--- src/rtl/phybr_pkg.sv ---
package phybr_pkg;
  // Field positions in the control word; software decodes these.
  localparam int unsigned ADDR_LSB  = 0;
  localparam int unsigned WDATA_LSB = 8;
  localparam int unsigned RDATA_LSB = 16;
  localparam int unsigned WSTB_BIT  = 24;
  localparam int unsigned RSTB_BIT  = 25;
  localparam int unsigned ACK_BIT   = 26;

  typedef enum logic [1:0] {
    XS_IDLE = 2'd0,
    XS_REQ  = 2'd1,
    XS_DONE = 2'd2
  } xfer_state_e;
endpackage

--- src/rtl/phybr_ctrl_word.sv ---
module phybr_ctrl_word
  import phybr_pkg::*;
#(
  parameter int unsigned WORD_W = 32,
  parameter int unsigned ADDR_W = 6,
  parameter int unsigned DATA_W = 8
) (
  input  logic              clk,
  input  logic              rst_n,
  input  logic              bus_we,
  input  logic [WORD_W-1:0] bus_wdata,
  output logic [ADDR_W-1:0] sw_addr,
  output logic [DATA_W-1:0] sw_wdata,
  output logic              sw_wr_stb,
  output logic              sw_rd_stb
);
  // Only software-owned fields are stored here; other bits are dropped.
  logic unused_ro_bits;
  assign unused_ro_bits = ^{bus_wdata[WORD_W-1:ACK_BIT],
                            bus_wdata[RDATA_LSB +: DATA_W],
                            bus_wdata[WDATA_LSB-1:ADDR_LSB+ADDR_W]};

  always_ff @(posedge clk or negedge rst_n) begin
    if (!rst_n) begin
      sw_addr   <= '0;
      sw_wdata  <= '0;
      sw_wr_stb <= 1'b0;
      sw_rd_stb <= 1'b0;
    end else if (bus_we) begin
      sw_addr   <= bus_wdata[ADDR_LSB +: ADDR_W];
      sw_wdata  <= bus_wdata[WDATA_LSB +: DATA_W];
      sw_wr_stb <= bus_wdata[WSTB_BIT];
      sw_rd_stb <= bus_wdata[RSTB_BIT];
    end
  end
endmodule

--- src/rtl/phybr_xfer_fsm.sv ---
module phybr_xfer_fsm
  import phybr_pkg::*;
#(
  parameter int unsigned ADDR_W = 6,
  parameter int unsigned DATA_W = 8
) (
  input  logic              clk,
  input  logic              rst_n,
  input  logic [ADDR_W-1:0] sw_addr,
  input  logic [DATA_W-1:0] sw_wdata,
  input  logic              sw_wr_stb,
  input  logic              sw_rd_stb,
  output logic              ack_flag,
  output logic [DATA_W-1:0] rd_hold,
  output logic [ADDR_W-1:0] phy_addr,
  output logic [DATA_W-1:0] phy_wdata,
  output logic              phy_wr_req,
  output logic              phy_rd_req,
  input  logic              phy_ack,
  input  logic [DATA_W-1:0] phy_rdata
);
  xfer_state_e state_q;
  logic        is_write_q;
  logic        any_stb;

  assign any_stb = sw_wr_stb | sw_rd_stb;

  always_ff @(posedge clk or negedge rst_n) begin
    if (!rst_n) begin
      state_q    <= XS_IDLE;
      is_write_q <= 1'b0;
      ack_flag   <= 1'b0;
      rd_hold    <= '0;
      phy_addr   <= '0;
      phy_wdata  <= '0;
    end else begin
      unique case (state_q)
        XS_IDLE: if (any_stb) begin
          phy_addr   <= sw_addr;
          phy_wdata  <= sw_wdata;
          is_write_q <= sw_wr_stb;       // write wins when both are set
          state_q    <= XS_REQ;
        end
        XS_REQ: if (phy_ack) begin
          ack_flag <= 1'b1;
          if (!is_write_q) rd_hold <= phy_rdata;
          state_q  <= XS_DONE;
        end
        XS_DONE: if (!any_stb) begin
          ack_flag <= 1'b0;
          state_q  <= XS_IDLE;
        end
        default: state_q <= XS_IDLE;
      endcase
    end
  end

  assign phy_wr_req = (state_q == XS_REQ) &&  is_write_q;
  assign phy_rd_req = (state_q == XS_REQ) && !is_write_q;

  // an open request and its fields hold until the PHY acknowledges
  p_req_hold_r4: assert property (@(posedge clk) disable iff (!rst_n)
    ((phy_wr_req || phy_rd_req) && !phy_ack) |=>
      ((phy_wr_req || phy_rd_req) && $stable(phy_addr) && $stable(phy_wdata)));

  // acknowledge closes the request and sets the flag on the same edge
  p_req_close_r4: assert property (@(posedge clk) disable iff (!rst_n)
    ((phy_wr_req || phy_rd_req) && phy_ack) |=> (!phy_wr_req && !phy_rd_req && ack_flag));

  // flag falls only after both strobes were seen low
  p_ack_clear_r6: assert property (@(posedge clk) disable iff (!rst_n)
    $fell(ack_flag) |-> $past(!sw_wr_stb && !sw_rd_stb));

  // no request while the flag is up
  p_no_req_ack_r7: assert property (@(posedge clk) disable iff (!rst_n)
    ack_flag |-> (!phy_wr_req && !phy_rd_req));

  // held read data changes only on an acknowledged read
  p_rd_hold_r5: assert property (@(posedge clk) disable iff (!rst_n)
    !$stable(rd_hold) |-> $past(phy_rd_req && phy_ack));

  // a request starts only from a visible strobe with the flag low
  p_start_r3: assert property (@(posedge clk) disable iff (!rst_n)
    $rose(phy_wr_req || phy_rd_req) |-> $past((sw_wr_stb || sw_rd_stb) && !ack_flag));
endmodule

--- src/rtl/phybr_word_pack.sv ---
module phybr_word_pack
  import phybr_pkg::*;
#(
  parameter int unsigned WORD_W = 32,
  parameter int unsigned ADDR_W = 6,
  parameter int unsigned DATA_W = 8
) (
  input  logic [ADDR_W-1:0] sw_addr,
  input  logic [DATA_W-1:0] sw_wdata,
  input  logic              sw_wr_stb,
  input  logic              sw_rd_stb,
  input  logic              ack_flag,
  input  logic [DATA_W-1:0] rd_hold,
  output logic [WORD_W-1:0] word
);
  always_comb begin
    word = '0;
    word[ADDR_LSB  +: ADDR_W] = sw_addr;
    word[WDATA_LSB +: DATA_W] = sw_wdata;
    word[RDATA_LSB +: DATA_W] = rd_hold;
    word[WSTB_BIT]            = sw_wr_stb;
    word[RSTB_BIT]            = sw_rd_stb;
    word[ACK_BIT]             = ack_flag;
  end
endmodule

--- src/rtl/phy_reg_bridge.sv ---
module phy_reg_bridge #(
  parameter int unsigned WORD_W = 32,
  parameter int unsigned ADDR_W = 6,
  parameter int unsigned DATA_W = 8
) (
  input  logic              clk,
  input  logic              rst_n,
  input  logic              bus_we,
  input  logic [WORD_W-1:0] bus_wdata,
  output logic [WORD_W-1:0] bus_rdata,
  output logic [ADDR_W-1:0] phy_addr,
  output logic [DATA_W-1:0] phy_wdata,
  output logic              phy_wr_req,
  output logic              phy_rd_req,
  input  logic              phy_ack,
  input  logic [DATA_W-1:0] phy_rdata
);
  logic [ADDR_W-1:0] sw_addr;
  logic [DATA_W-1:0] sw_wdata;
  logic              sw_wr_stb;
  logic              sw_rd_stb;
  logic              ack_flag;
  logic [DATA_W-1:0] rd_hold;

  phybr_ctrl_word #(.WORD_W(WORD_W), .ADDR_W(ADDR_W), .DATA_W(DATA_W)) u_word (
    .clk(clk), .rst_n(rst_n), .bus_we(bus_we), .bus_wdata(bus_wdata),
    .sw_addr(sw_addr), .sw_wdata(sw_wdata), .sw_wr_stb(sw_wr_stb), .sw_rd_stb(sw_rd_stb)
  );

  phybr_xfer_fsm #(.ADDR_W(ADDR_W), .DATA_W(DATA_W)) u_xfer (
    .clk(clk), .rst_n(rst_n),
    .sw_addr(sw_addr), .sw_wdata(sw_wdata), .sw_wr_stb(sw_wr_stb), .sw_rd_stb(sw_rd_stb),
    .ack_flag(ack_flag), .rd_hold(rd_hold),
    .phy_addr(phy_addr), .phy_wdata(phy_wdata),
    .phy_wr_req(phy_wr_req), .phy_rd_req(phy_rd_req),
    .phy_ack(phy_ack), .phy_rdata(phy_rdata)
  );

  phybr_word_pack #(.WORD_W(WORD_W), .ADDR_W(ADDR_W), .DATA_W(DATA_W)) u_pack (
    .sw_addr(sw_addr), .sw_wdata(sw_wdata), .sw_wr_stb(sw_wr_stb), .sw_rd_stb(sw_rd_stb),
    .ack_flag(ack_flag), .rd_hold(rd_hold), .word(bus_rdata)
  );

  // the two request lines are exclusive
  p_excl_r9: assert property (@(posedge clk) disable iff (!rst_n)
    !(phy_wr_req && phy_rd_req));
endmodule

--- config.mk ---
export PLATFORM = sky130hd
export DESIGN_NAME = phy_reg_bridge
export DESIGN_NICKNAME = d
export VERILOG_FILES = /design/src/rtl/phybr_pkg.sv /design/src/rtl/phybr_ctrl_word.sv /design/src/rtl/phybr_xfer_fsm.sv /design/src/rtl/phybr_word_pack.sv /design/src/rtl/phy_reg_bridge.sv
export SDC_FILE = /design/constraint.sdc
export NUM_CORES = 1
export LEC_CHECK = 0
export BUFFER_PORTS_ARGS = -buffer_cell sky130_fd_sc_hd__buf_2
export CAP_MARGIN = 10
export CORE_AREA = 2 2 85 87
export CTS_CLUSTER_SIZE = 16
export DETAILED_ROUTE_END_ITERATION = 8
export DIE_AREA = 0 0 87 89
export GPL_ROUTABILITY_DRIVEN = 0
export HOLD_SLACK_MARGIN = 0.12
export PLACE_DENSITY_LB_ADDON = 0.25
export SYNTH_ARGS = -nofsm -noshare
export SYNTH_HDL_FRONTEND = slang
export SYNTH_HIERARCHICAL = 1
export SYNTH_SLANG_ARGS = --single-unit
--- constraint.sdc ---
create_clock -name clk -period 1.2 [get_ports clk]
set_input_delay 0.18 -clock clk [delete_from_list [all_inputs] [get_ports clk]]
set_output_delay 0.18 -clock clk [all_outputs]
set_load 0.05 [all_outputs]
==> impl_metrics.env <==
export IMPL_outcome="complete, but fails checks"
export IMPL_violations="negative setup slack"
export IMPL_skew_ns=0.00743
export IMPL_grt_max_degree=43
export IMPL_crit_type="reg2out"
export IMPL_hold_depth=2
export IMPL_fp_dieH_um=89
export IMPL_n_antenna_cell=0
export IMPL_insertion_delay_ns=0.29
export IMPL_fin_ws_ns=-0.195
export IMPL_hpwl_um=2470
export IMPL_start_util_pct=29.7
export IMPL_cts_root_buf="clkbuf_8"
export IMPL_synth_main_ff_cell="dfrtp_1"
export IMPL_finalPower_uw=7300
export IMPL_cp_max_fo=4
export IMPL_cp_end_kind="output port"
export IMPL_irDropWorstVdd_mv=0.857
export IMPL_cp_required_ns=1.02
export IMPL_rows=30
export IMPL_grt_setup_unrepaired="yes"
export IMPL_r2r_end="u_xfer/rd_hold[7]"
export IMPL_period_share_pct=116
export IMPL_ant_nets=0
export IMPL_io_pins=92
export IMPL_avgViaCountPerCell=4.10
export IMPL_yosysWarnings=6
export IMPL_die_w_um=87
export IMPL_worstSetupStartpointType="register"
export IMPL_layout_cells_most_common="buf_2"
export IMPL_portBuffers=68
export IMPL_cts_sinks=42
export IMPL_grt_pass1_wl_um=5820
export IMPL_regToRegSetupSlack_ns=-0.16
export IMPL_nets=257
export IMPL_dieArea_um2=7740
export IMPL_setup_viol=24
export IMPL_core_um2=6720
export IMPL_layout_drive_gt1_share_pct=60.7
export IMPL_slew_viol_final=0
export IMPL_routedWlPerCell_um=13.1
export IMPL_min_to="u_word/sw_addr[5]"
export IMPL_ys_ff_latch=42
export IMPL_vias=1206
export IMPL_antenna_found_initial=0
export IMPL_clkTransAtPathRegs_ns=0.08
export IMPL_yosysSeqAreaShare_pct=52.6
export IMPL_synth_area_per_cell_um2=14.9
export IMPL_hold_viol_final=0
export IMPL_ctsHtreeMaxLevel=2
export IMPL_dr_pass1_iters=3
export IMPL_drt_iter0_drc=37
export IMPL_numCtsBuffers=5
export IMPL_whs_ns=0.143
export IMPL_cts_tree="built"
export IMPL_p_per_area_nw_per_um2=2720
export IMPL_maxCapViolCount=0
export IMPL_track_usage_pct=9.93
export IMPL_global_route_overflow_total=0
export IMPL_synth_cell_types=20
export IMPL_placed_area_um2=2260
export IMPL_drt_drc_violations_left=0
export IMPL_fin_area_um2=2690
export IMPL_fmax_mhz=717
export IMPL_clockBufferDepth=2
export IMPL_synthCells=134
export IMPL_synthToLayoutAreaGrowth_pct=34.5
export IMPL_arrival_ns=1.21
export IMPL_grt_pass1_vias=1158
export IMPL_drt_total_wl_um=3850
export IMPL_hp_start="bus_wdata[5]"
export IMPL_final_cell_mix="buf_2, dfrtp_1, mux2_4, dlygate4sd3_1, mux2_2"
export IMPL_leakagePower_uw=0.00133
export IMPL_ff2ff_path_depth=3
export IMPL_synth_edf_count=0
export IMPL_worstHoldPathType="in2reg"
export IMPL_fin_crit_ns=1.39
export IMPL_r2r_start="u_xfer/state_q[1]"
export IMPL_async_flop_share_pct=100
export IMPL_synth_area_um2=2000
export IMPL_finalSetupTns_ns=-3.36
==> state kept, by name, summed over array words and instances, names as in the netlist <==
register	cells
u_xfer/phy_addr	6
u_xfer/rd_hold	8
u_xfer/ack_flag	1
u_word/sw_rd_stb	1
u_word/sw_addr	6
u_word/sw_wr_stb	1
u_xfer/phy_wdata	8
u_xfer/state_q	2
u_word/sw_wdata	8
u_xfer/is_write_q	1
==> worst max-delay path, cell delays in order (launching register included) <==
cell and delay (ns):
dfrtp_2 0.45, buf_6 0.13, inv_2 0.04, and3_4 0.17, buf_8 0.14
==> worst max path at each step <==
stage / startpoint / end / slack, ns / depth (start not counted)
floorplan: u_xfer/state_q[0] / u_xfer/rd_hold[0] / -0.53 / 4
global placement: u_xfer/state_q[1] / u_xfer/phy_addr[2] / -0.13 / 4
detailed placement: u_xfer/state_q[1] / u_xfer/phy_addr[3] / -0.14 / 4
CTS: u_xfer/state_q[1] / phy_wr_req / -0.21 / 4
global route: u_xfer/state_q[1] / phy_wr_req / -0.25 / 4
finish: u_xfer/state_q[1] / phy_wr_req / -0.19 / 4
==> cells in the mapped netlist (2+ instances only) <==
library cell | count | area, um^2
buf_4 | 32 | 240
mux2_2 | 10 | 113
dfrtp_1 | 42 | 1050
mux2_4 | 28 | 420
buf_12 | 2 | 40.0
nand2_1 | 3 | 11.3
o21ai_0 | 3 | 15.0
buf_6 | 2 | 22.5
==> where the power goes <==
group	total, uW	switching, uW	leakage (uW)	internal (uW)
logic	3960	2470	0.000776	1490
registers	2220	301	0.000491	1920
clock network	1120	496	0.0000585	624
==> kinds of logic (layout without fill, tap and decap cells) <==
family          after synthesis  count (layout)  share of synthesized area [%]
flops                        42              42                           52.6
buf+inv                      37             111                           15.4
compound gates                7               7                           2.38
mux                          38              38                           26.7
simple gates                  9               9                           2.76
other cells                   1               7                          0.188
==> repair_timing <==
item | in CTS | in global routing
endpoints found under the setup margin | 26 | 27
setup buffers | 1 | 0
gates resized for setup | 13 | 4
hold buffers | 25 | 0
pin swaps | 1 | 0
hold endpoints to repair | 66 | 0
==> cell type report <==
class | count | area, um^2
Fill cell | 653 | 4030
Sequential cell | 42 | 1050
Timing Repair Buffer | 102 | 739
Multi-Input combinational cell | 61 | 677
Tap cell | 80 | 100
Clock buffer | 5 | 68.8
Clock inverter | 3 | 43.8
Inverter | 1 | 3.75
==> stage by stage <==
step | util, % | setup WS (ns) | std cells
2_1_floorplan | - | -0.531 | 140
3_3_place_gp | 33.6 | -0.132 | 260
3_5_place_dp | 33.6 | -0.137 | 260
4_1_cts | 39.7 | -0.215 | 294
5_1_grt | 40.0 | -0.246 | 294
6_report | 40.0 | -0.195 | 294
==> layer usage <==
layer | global-route usage (%) | part of all wire [%] | vias to the layer above
met5 | 0 | 0 | -
met4 | 3.84 | 1.1 | 0
met3 | 3.14 | 4.8 | 2
met2 | 14.6 | 48 | 44
met1 | 13.6 | 46 | 589
li1 | - | - | 571
No activity file was read; power rests on OpenSTA's default activity.
